--- config.mk ---
export PLATFORM = sky130hd
export DESIGN_NAME = mdio_master
export DESIGN_NICKNAME = d
export VERILOG_FILES = /design/src/rtl/mdio_pkg.sv /design/src/rtl/mdio_clkgen.sv /design/src/rtl/mdio_frame.sv /design/src/rtl/mdio_regs.sv /design/src/rtl/mdio_master.sv
export SDC_FILE = /design/constraint.sdc
export NUM_CORES = 1
export LEC_CHECK = 0
export BUFFER_PORTS_ARGS = -buffer_cell sky130_fd_sc_hd__clkbuf_2
export CAP_MARGIN = 40
export CORE_MARGIN = 2
export CORE_UTILIZATION = 48
export DETAILED_ROUTE_END_ITERATION = 7
export PLACE_DENSITY = 0.7
export SYNTH_ARGS = -nofsm -noshare
export SYNTH_HDL_FRONTEND = slang
export SYNTH_HIERARCHICAL = 1
export SYNTH_SLANG_ARGS = --single-unit
--- constraint.sdc ---
create_clock -name clk -period 3.35 [get_ports clk]
set_input_delay 0.5025 -clock clk [delete_from_list [all_inputs] [get_ports clk]]
set_output_delay 0.5025 -clock clk [all_outputs]
set_load 0.1 [all_outputs]
--- src/rtl/mdio_pkg.sv ---
package mdio_pkg;
  localparam int REG_W       = 32;
  localparam int DIV_W       = 16;
  localparam int FRAME_BITS  = 64;
  localparam int IDX_W       = $clog2(FRAME_BITS);
  localparam int TA_FIRST    = 46;
  localparam int TA_LAST     = 47;
  localparam int DATA_FIRST  = 48;
  // control word fields
  localparam int CB_IDLE     = 31;
  localparam int CB_EN       = 30;
  localparam int CB_FAULT    = 19;
  localparam int CB_FEN      = 18;
  // access word fields
  localparam int UB_GO       = 31;
  localparam int UB_WR       = 30;
  localparam logic [1:0] OP_RD = 2'b10;
  localparam logic [1:0] OP_WR = 2'b01;

  typedef struct packed {
    logic        wr;
    logic [4:0]  phy;
    logic [4:0]  regad;
    logic [15:0] data;
  } mdio_req_t;
endpackage

--- src/rtl/mdio_clkgen.sv ---
module mdio_clkgen
  import mdio_pkg::*;
(
  input  logic             clk,
  input  logic             rst,
  input  logic             run,
  input  logic [DIV_W-1:0] div,
  output logic             mdc,
  output logic             rise,
  output logic             rise_d
);
  logic [DIV_W-1:0] cnt;
  logic [DIV_W-1:0] div_eff;
  logic [DIV_W-1:0] half;

  always_comb begin
    div_eff = (div == '0) ? DIV_W'(1) : div;
    half    = DIV_W'((32'(div_eff) + 32'd1) >> 1);
    rise    = run && (cnt == '0);
  end

  always_ff @(posedge clk) begin
    if (rst || !run) begin
      cnt <= '0;
      mdc <= 1'b0;
    end else begin
      cnt <= (cnt == div_eff) ? '0 : cnt + 1'b1;
      if (rise)              mdc <= 1'b1;
      else if (cnt == half)  mdc <= 1'b0;
    end
  end

  always_ff @(posedge clk) begin
    if (rst) rise_d <= 1'b0;
    else     rise_d <= rise;
  end
endmodule

--- src/rtl/mdio_frame.sv ---
module mdio_frame
  import mdio_pkg::*;
(
  input  logic             clk,
  input  logic             rst,
  input  logic             start,
  input  mdio_req_t        req,
  input  logic             rise,
  input  logic             rise_d,
  input  logic             mdio_i,
  output logic             busy,
  output logic             mdio_o,
  output logic             mdio_oe,
  output logic             wr,
  output logic [4:0]       phy,
  output logic [4:0]       regad,
  output logic [15:0]      data,
  output logic             ack,
  output logic [IDX_W-1:0] idx
);
  logic [FRAME_BITS-1:0] sh;
  logic [FRAME_BITS-1:0] frame_w;
  logic [15:0]           rd_sh;
  logic                  ack_cap;
  logic [IDX_W-1:0]      idx_nx;

  always_comb begin
    frame_w = {32'hFFFF_FFFF, 2'b01, (req.wr ? OP_WR : OP_RD),
               req.phy, req.regad, 2'b10, req.data};
    idx_nx  = idx + 1'b1;
  end

  always_ff @(posedge clk) begin
    if (rst) begin
      busy <= 1'b0; mdio_o <= 1'b0; mdio_oe <= 1'b0;
      wr <= 1'b0; phy <= '0; regad <= '0; data <= '0; ack <= 1'b0;
      idx <= '0; sh <= '0; rd_sh <= '0; ack_cap <= 1'b0;
    end else if (start) begin
      busy    <= 1'b1;
      idx     <= '0;
      sh      <= frame_w;
      mdio_o  <= frame_w[FRAME_BITS-1];
      mdio_oe <= 1'b1;
      wr      <= req.wr;
      phy     <= req.phy;
      regad   <= req.regad;
      data    <= req.data;
      ack     <= 1'b0;
      ack_cap <= 1'b0;
    end else if (busy) begin
      if (rise && !wr) begin
        if (idx == IDX_W'(TA_LAST))     ack_cap <= !mdio_i;
        if (idx >= IDX_W'(DATA_FIRST))  rd_sh   <= {rd_sh[14:0], mdio_i};
      end
      if (rise_d) begin
        if (idx == IDX_W'(FRAME_BITS-1)) begin
          busy    <= 1'b0;
          mdio_oe <= 1'b0;
          mdio_o  <= 1'b0;
          if (!wr) begin
            data <= rd_sh;
            ack  <= ack_cap;
          end
        end else begin
          idx     <= idx_nx;
          sh      <= {sh[FRAME_BITS-2:0], 1'b0};
          mdio_o  <= sh[FRAME_BITS-2];
          mdio_oe <= wr || (idx_nx < IDX_W'(TA_FIRST));
        end
      end
    end
  end
endmodule

--- src/rtl/mdio_regs.sv ---
module mdio_regs
  import mdio_pkg::*;
#(
  parameter int               ADDR_W  = 2,
  parameter logic [DIV_W-1:0] DIV_RST = 16'h00FF
) (
  input  logic              clk,
  input  logic              rst,
  input  logic              bus_en,
  input  logic              bus_we,
  input  logic [ADDR_W-1:0] bus_addr,
  input  logic [REG_W-1:0]  bus_wdata,
  output logic [REG_W-1:0]  bus_rdata,
  input  logic              busy,
  input  logic              wr,
  input  logic [4:0]        phy,
  input  logic [4:0]        regad,
  input  logic [15:0]       data,
  input  logic              ack,
  output logic              enable,
  output logic [DIV_W-1:0]  div,
  output logic              start,
  output mdio_req_t         req
);
  localparam logic [ADDR_W-1:0] A_CTRL = ADDR_W'(0);
  localparam logic [ADDR_W-1:0] A_USER = ADDR_W'(1);

  logic fault_q, fen_q, idle;
  logic [REG_W-1:0] ctrl_word, user_word;

  always_comb begin
    idle      = !enable && !busy;
    start     = bus_en && bus_we && (bus_addr == A_USER) &&
                bus_wdata[UB_GO] && enable && !busy;
    req.wr    = bus_wdata[UB_WR];
    req.regad = bus_wdata[25:21];
    req.phy   = bus_wdata[20:16];
    req.data  = bus_wdata[15:0];
    ctrl_word = {idle, enable, 10'b0, fault_q, fen_q, 2'b0, div};
    user_word = {busy, wr, ack, 3'b0, regad, phy, data};
  end

  always_ff @(posedge clk) begin
    if (rst) begin
      enable  <= 1'b0;
      fault_q <= 1'b0;
      fen_q   <= 1'b0;
      div     <= DIV_RST;
    end else if (bus_en && bus_we && bus_addr == A_CTRL) begin
      enable  <= bus_wdata[CB_EN];
      fault_q <= bus_wdata[CB_FAULT];
      fen_q   <= bus_wdata[CB_FEN];
      div     <= bus_wdata[DIV_W-1:0];
    end
  end

  always_ff @(posedge clk) begin
    if (rst) bus_rdata <= '0;
    else if (bus_en && !bus_we) begin
      case (bus_addr)
        A_CTRL:  bus_rdata <= ctrl_word;
        A_USER:  bus_rdata <= user_word;
        default: bus_rdata <= '0;
      endcase
    end
  end
endmodule

--- src/rtl/mdio_master.sv ---
module mdio_master
  import mdio_pkg::*;
#(
  parameter int               ADDR_W  = 2,
  parameter logic [DIV_W-1:0] DIV_RST = 16'h00FF
) (
  input  logic              clk,
  input  logic              rst,
  input  logic              bus_en,
  input  logic              bus_we,
  input  logic [ADDR_W-1:0] bus_addr,
  input  logic [31:0]       bus_wdata,
  output logic [31:0]       bus_rdata,
  output logic              mdc,
  input  logic              mdio_i,
  output logic              mdio_o,
  output logic              mdio_oe
);
  logic             start_w, busy_w, enable_w, rise_w, rise_d_w;
  logic             wr_w, ack_w;
  logic [4:0]       phy_w, reg_w;
  logic [15:0]      data_w;
  logic [DIV_W-1:0] div_w;
  logic [IDX_W-1:0] idx_w;
  mdio_req_t        req_w;

  mdio_regs #(.ADDR_W(ADDR_W), .DIV_RST(DIV_RST)) regs_i (
    .clk(clk), .rst(rst), .bus_en(bus_en), .bus_we(bus_we),
    .bus_addr(bus_addr), .bus_wdata(bus_wdata), .bus_rdata(bus_rdata),
    .busy(busy_w), .wr(wr_w), .phy(phy_w), .regad(reg_w), .data(data_w),
    .ack(ack_w), .enable(enable_w), .div(div_w), .start(start_w), .req(req_w)
  );

  mdio_clkgen clkgen_i (
    .clk(clk), .rst(rst), .run(busy_w), .div(div_w),
    .mdc(mdc), .rise(rise_w), .rise_d(rise_d_w)
  );

  mdio_frame frame_i (
    .clk(clk), .rst(rst), .start(start_w), .req(req_w),
    .rise(rise_w), .rise_d(rise_d_w), .mdio_i(mdio_i),
    .busy(busy_w), .mdio_o(mdio_o), .mdio_oe(mdio_oe),
    .wr(wr_w), .phy(phy_w), .regad(reg_w), .data(data_w),
    .ack(ack_w), .idx(idx_w)
  );
endmodule

# ---- After elaboration in Yosys (flattened, before gate mapping)
# Cells that the tools add are included.
dict set report classes {
  add_sub_neg 3
  mul 0
  n_div 0
  n_lt_le_gt_ge 2
  n_eq_ne 7
  shifts 0
  n_mux 26
  bitwise_logic 3
  n_reduce_logical 33
}
# op n
set ops {}
lappend ops {{two-way mux 63 bit} 4}
lappend ops {{two-way mux 16 bit} 6}
lappend ops {{one-hot mux 32 bit (2 select lines)} 1}
lappend ops {{== test 16 bit} 2}
lappend ops {{zero test 16 bit} 2}
lappend ops {{adder 16 x 1 -> 17 bit (second input constant)} 1}
lappend ops {{adder 16 x 1 -> 16 bit (second input constant)} 1}
lappend ops {{two-way mux 1 bit} 14}
lappend ops {{== test 6 bit (second input constant)} 2}
lappend ops {{AND reduction 4 bit} 3}
lappend ops {{logical AND 1 bit} 10}
lappend ops {{AND reduction 3 bit} 3}
lappend ops {{nonzero test 2 bit} 4}
lappend ops {{adder 6 x 1 -> 6 bit (second input constant)} 1}
lappend ops {{>= comparator 6 bit (second input constant)} 1}
lappend ops {{less-than comparator 6 bit (second input constant)} 1}
lappend ops {{zero test 1 bit} 5}
lappend ops {{!= test 2 x 1 -> 1 bit (second input constant)} 2}
lappend ops {{OR reduction 2 bit} 2}
lappend ops {{inverter 1 bit} 3}
lappend ops {{== test 2 x 1 -> 1 bit (second input constant)} 1}
lappend ops {{zero test 2 bit} 1}
lappend ops {{logical OR 1 bit} 2}
lappend ops {{two-way mux 2 bit} 1}
lappend ops {{AND reduction 2 bit} 1}
dict set report word_totals {
  reg_bits 186
  latch_bits 0
  mem_bits_rw 0
  rom_bits 0
  in_bits 39
  out_inout_bits 35
  word_cells 95
  mem_count 0
}

# ---- Depth between registers and ports, before layout
dict set report logic_depth {
  word_depth 7
  ltp_mapped 11
  ltp_nobuf 9
}

# ---- Cells and area by module
# Netlist, hierarchy kept.
# module instances cells_per_inst area_each_um2 seq_area_each_um2
set modules_own_cells {}
lappend modules_own_cells {mdio_frame 1 537 4570.6 2342.2}
lappend modules_own_cells {mdio_regs 1 226 2154.6 960.9}
lappend modules_own_cells {mdio_clkgen 1 213 1646.6 360.3}

# ---- Worst setup path after synthesis
# OpenSTA, ideal clock, no wires.
dict set report synth_path {
  path_kind {register to register}
  from {register regs_i.div[2]}
  to {register clkgen_i.mdc}
  setup_ns 0.129
  arrival_time_ns 2.334
  t_required_ns 3.221
  slack_ns 0.887
  path_stages_with_launch 11
  path_buffers 2
  period_less_slack_ns 2.463
  cell_sequence {dfxtp_1 -> buf_2 -> nor4_1 -> a41o_1 -> ha_1 -> buf_2 -> inv_1 -> or4_4 -> o31a_1 -> nor4_1 -> a31oi_1}
}
dict set report synth_via {
  elab_chain_len 5
}
# item line
set synth_rtl {}
lappend synth_rtl {{start, declared} mdio_regs.sv:21} ;# output logic [DIV_W-1:0] div,
lappend synth_rtl {{start signal, assigned} mdio_regs.sv:53} ;# div <= bus_wdata[DIV_W-1:0];
lappend synth_rtl {{zero test 16 bit} mdio_clkgen.sv:17} ;# div_eff = (div == '0) ? DIV_W'(1) : div;
lappend synth_rtl {{two-way mux 16 bit (*)} mdio_clkgen.sv:17}
lappend synth_rtl {{adder 16 x 1 -> 17 bit (*)} mdio_clkgen.sv:18} ;# half = DIV_W'((32'(div_eff) + 32'd1) >> 1);
lappend synth_rtl {{== test 16 bit (*)} mdio_clkgen.sv:29} ;# else if (cnt == half) mdc <= 1'b0;
lappend synth_rtl {{nonzero test 2 bit (no source line) (*)} -}
lappend synth_rtl {{end signal, assigned} mdio_clkgen.sv:25} ;# mdc <= 1'b0;
lappend synth_rtl {{end signal, assigned} mdio_clkgen.sv:28} ;# if (rise) mdc <= 1'b1;
lappend synth_rtl {{end signal, assigned} mdio_clkgen.sv:29}
lappend synth_rtl {{end, declared} mdio_clkgen.sv:8} ;# output logic mdc,
# Every way passes the cells marked *; elsewhere a longest branch is shown, timed or not.
# A chain may end at the register's enable or synchronous reset.

# ---- Worst setup path after layout
dict set report layout_path {
  from {register regs_i.div[5]}
  to {register clkgen_i.mdc}
}
# Same word-level chain as after synthesis.

==> results.json <==
{
  "rows": 48,
  "ir_drop_v": 0.000368,
  "root_buffer": "clkbuf_16",
  "synthFlopType": "dfxtp_1",
  "synth.distinct_cells": 65,
  "start_util_pct": 48.7,
  "setup_tns_ns": 0,
  "routed_wl_um": 19300,
  "antenna_cells": 0,
  "drive_above_1_share_pct": 13.7,
  "drt-pass1-iter-count": 5,
  "vias": 6652,
  "viasPerCell": 5.54,
  "cts_max_level": 4,
  "cpMaxStageDelayCell": "or4_4",
  "grt_pass1_vias": 6153,
  "ys_seq_elements": 183,
  "synthesis.area_sq_mm": 0.00837,
  "placedInstanceArea_sq_mm": 0.00848,
  "max_freq_mhz": 354,
  "grt_max_degree": 63,
  "hp-class": "input port to register",
  "cts_buffer_depth": 2,
  "critPathTopFamily": "simple AND/OR/NAND/NOR gates",
  "setup_slack_ns": 0.527,
  "power_leakage_nw": 3.20,
  "critPathBufInv": 1,
  "grt-ovfl-total": 0,
  "synth_edf_count": 0,
  "cpMostUsedCell": "nor4_1",
  "post-route-min-period_ns": 2.82,
  "path_class": "register to register",
  "cts_num_sinks": 183,
  "critical_path_arrival_ns": 3.13,
  "hold_violations": 0,
  "place_hpwl_um": 13200,
  "cts_buffers": 17,
  "synth.largest_area_cell": "dfxtp_1",
  "p_per_area_mw_per_mm2": 501,
  "drv_cap": 0,
  "async_reset_ff_share_pct": 0,
  "ys_warn_count": 6,
  "clk_latency_ns": 0.43,
  "slew_headroom_pct": 41.8,
  "place_worst_setup_slack_ns": 0.569,
  "grt_util_all_layers_pct": 21.5,
  "finClkSkew_ns": 0.00760,
  "synth_top_area_share_pct": 43.8,
  "drt_iter0_markers": 560,
  "tightest_slew_ns": 0.870,
  "slowest_delay_ns": 0.56,
  "crit_path_max_fanout": 10,
  "synth-seq-area-share_pct": 43.8,
  "post_cts_resized": 0,
  "required_ns": 3.66,
  "fin_crit_sh_pct": 84.3,
  "syn_avg_cell_area_sq_um": 8.58,
  "setup_viol": 0,
  "rsz0062_at_grt": "false",
  "avgRoutedWirePerCell_um": 16.1,
  "die_h_um": 136,
  "dieArea_sq_mm": 0.0185,
  "cp-start-kind": "register",
  "cts_hold_buf": 0,
  "globalplace.congestion": 0.915,
  "die_w_um": 136,
  "syn_to_final_growth_pct": 8.71,
  "drc": 0,
  "fin_util_pct": 53.0,
  "nets": 1006,
  "io_buffers": 66,
  "cts_tree": "built",
  "synth_cells": 976,
  "drv_slew": 0,
  "antenna_left": 0,
  "synthTopCellsByArea": "dfxtp_1, nand2_1, a31oi_1",
  "cts_setup_buffers": 0,
  "status": "finished, final reports clean",
  "grt_pass1_wl_um": 31500,
  "boundaryPins": 74,
  "design_area_sq_mm": 0.00910,
  "clk_pin_slew_ns": 0.07,
  "crit_chain": "nor4_1 > a41o_1 > ha_1 > inv_1 > or4_4 > o31a_1 > nor4_1 > a31oi_1",
  "end_kind": "register",
  "antenna_found_initial": 0,
  "core-area_sq_mm": 0.0172
}
[cell usage after synthesis, drive strengths merged, types with 2 or more instances]
master  instances
nand2         215
dfxtp         183
nor2           77
a31oi          70
buf            70
clkbuf         43
mux2i          29
a21oi          28
xnor2          28
nor3b          23
xor2           23
a221o          17
o21bai         15
a311oi         13
nand3          13
nor4           13
and3           11
nand3b         11
nand4          10
a22oi           9
inv             9
nor3            9
o21ai           6
nand2b          5
a211oi          4
and2            4
ha              4
nor2b           4
and4            3
nor4b           3
a211o           2
nand4b          2
o41ai           2
[worst register-to-register path, stage by stage (launching register included)]
cell and delay, ns:
dfxtp_1 0.43, nor4_1 0.35, a41o_1 0.27, ha_1 0.39, inv_1 0.13, or4_4 0.56
o31a_1 0.30, nor4_1 0.17, a31oi_1 0.12
[cells in the final DEF, fill, tap and decap left out, types with 5 or more instances in the layout]
master      synthesis  layout
a21oi_1            28      28
a221o_1            10      10
a221o_2             7       7
a22oi_1             9       9
a311oi_1           13      13
a31oi_1            70      69
and3_1             11      11
buf_4              36      11
clkbuf_16           0      17
clkbuf_2            1      65
clkinvlp_4          0       5
dfxtp_1           183     183
inv_1               8       8
mux2i_1            29      29
nand2_1           215     215
nand2b_1            5       5
nand3_1            12      12
nand3b_1           11      11
nand4_1             9       9
nor2_1             77      76
nor3_1              8       8
nor3b_1            22      22
nor4_1             12      12
o21ai_0             6       6
o21bai_1           15      15
xnor2_1            28      28
xor2_1             23      23
[metrics by stage]
| step | instances | hold WS, ns | power [mW] |
|---|---|---|---|
| finish | 1200 | 0.264 | 4.56 |
| floorplan | 978 | 0.432 | 2.43 |
| CTS | 1200 | 0.252 | 4.60 |
| global placement | 1168 | 0.442 | 2.47 |
| global route | 1200 | 0.255 | 4.70 |
| detailed placement | 1169 | 0.452 | 2.47 |
[cells by family after synthesis]
logic type / share of synthesized area (%)
simple gates: 23.7
compound gates: 14.7
mux: 3.60
xor+xnor: 5.34
flops: 43.8
fa+ha+maj: 0.598
buf+inv: 8.28
other cells: 0.0448
[final cells by class]
type	count	area, sq um
clock inverters	14	198
fillers	1603	8080
multi-input cells	673	4040
inverters	9	33.8
well taps	225	282
repair buffers	79	459
clock buffers	17	425
flip-flops and latches	183	3660
[state kept, by name, summed over array words and instances, names as in the netlist, 5 cells and up]
register,cells
frame_i/idx,6
regs_i/div,16
frame_i/phy,5
frame_i/regad,5
frame_i/sh,63
clkgen_i/cnt,16
frame_i/rd_sh,16
regs_i/bus_rdata,29
frame_i/data,16
[where the power goes]
group	switching (mW)	total [mW]	internal [mW]
clock	0.882	2.13	1.25
sequential	0.0178	2.20	2.19
combinational	0.148	0.219	0.0709
[path summary, 6_finish.rpt]
path                                      from               to  slack, ns  depth (start not counted)
worst max register to register   regs_i/div[5]     clkgen_i/mdc       0.53                          8
worst min register to register  regs_i/fault_q   regs_i/fault_q       0.46                          2
worst min-delay path                    mdio_i  frame_i/ack_cap       0.26                          2
worst max-delay path             regs_i/div[5]     clkgen_i/mdc       0.53                          8
[routing by layer]
metal / part of all wire (%) / global-route usage (%) / vias up
met5: 0 / 0 / -
met2: 46 / 32.9 / 130
met3: 3.9 / 4.74 / 30
li1: - / - / 3328
met1: 48 / 29.6 / 3164
met4: 2.0 / 8.16 / 0
Note: power is estimated with default switching activity, not from simulation.
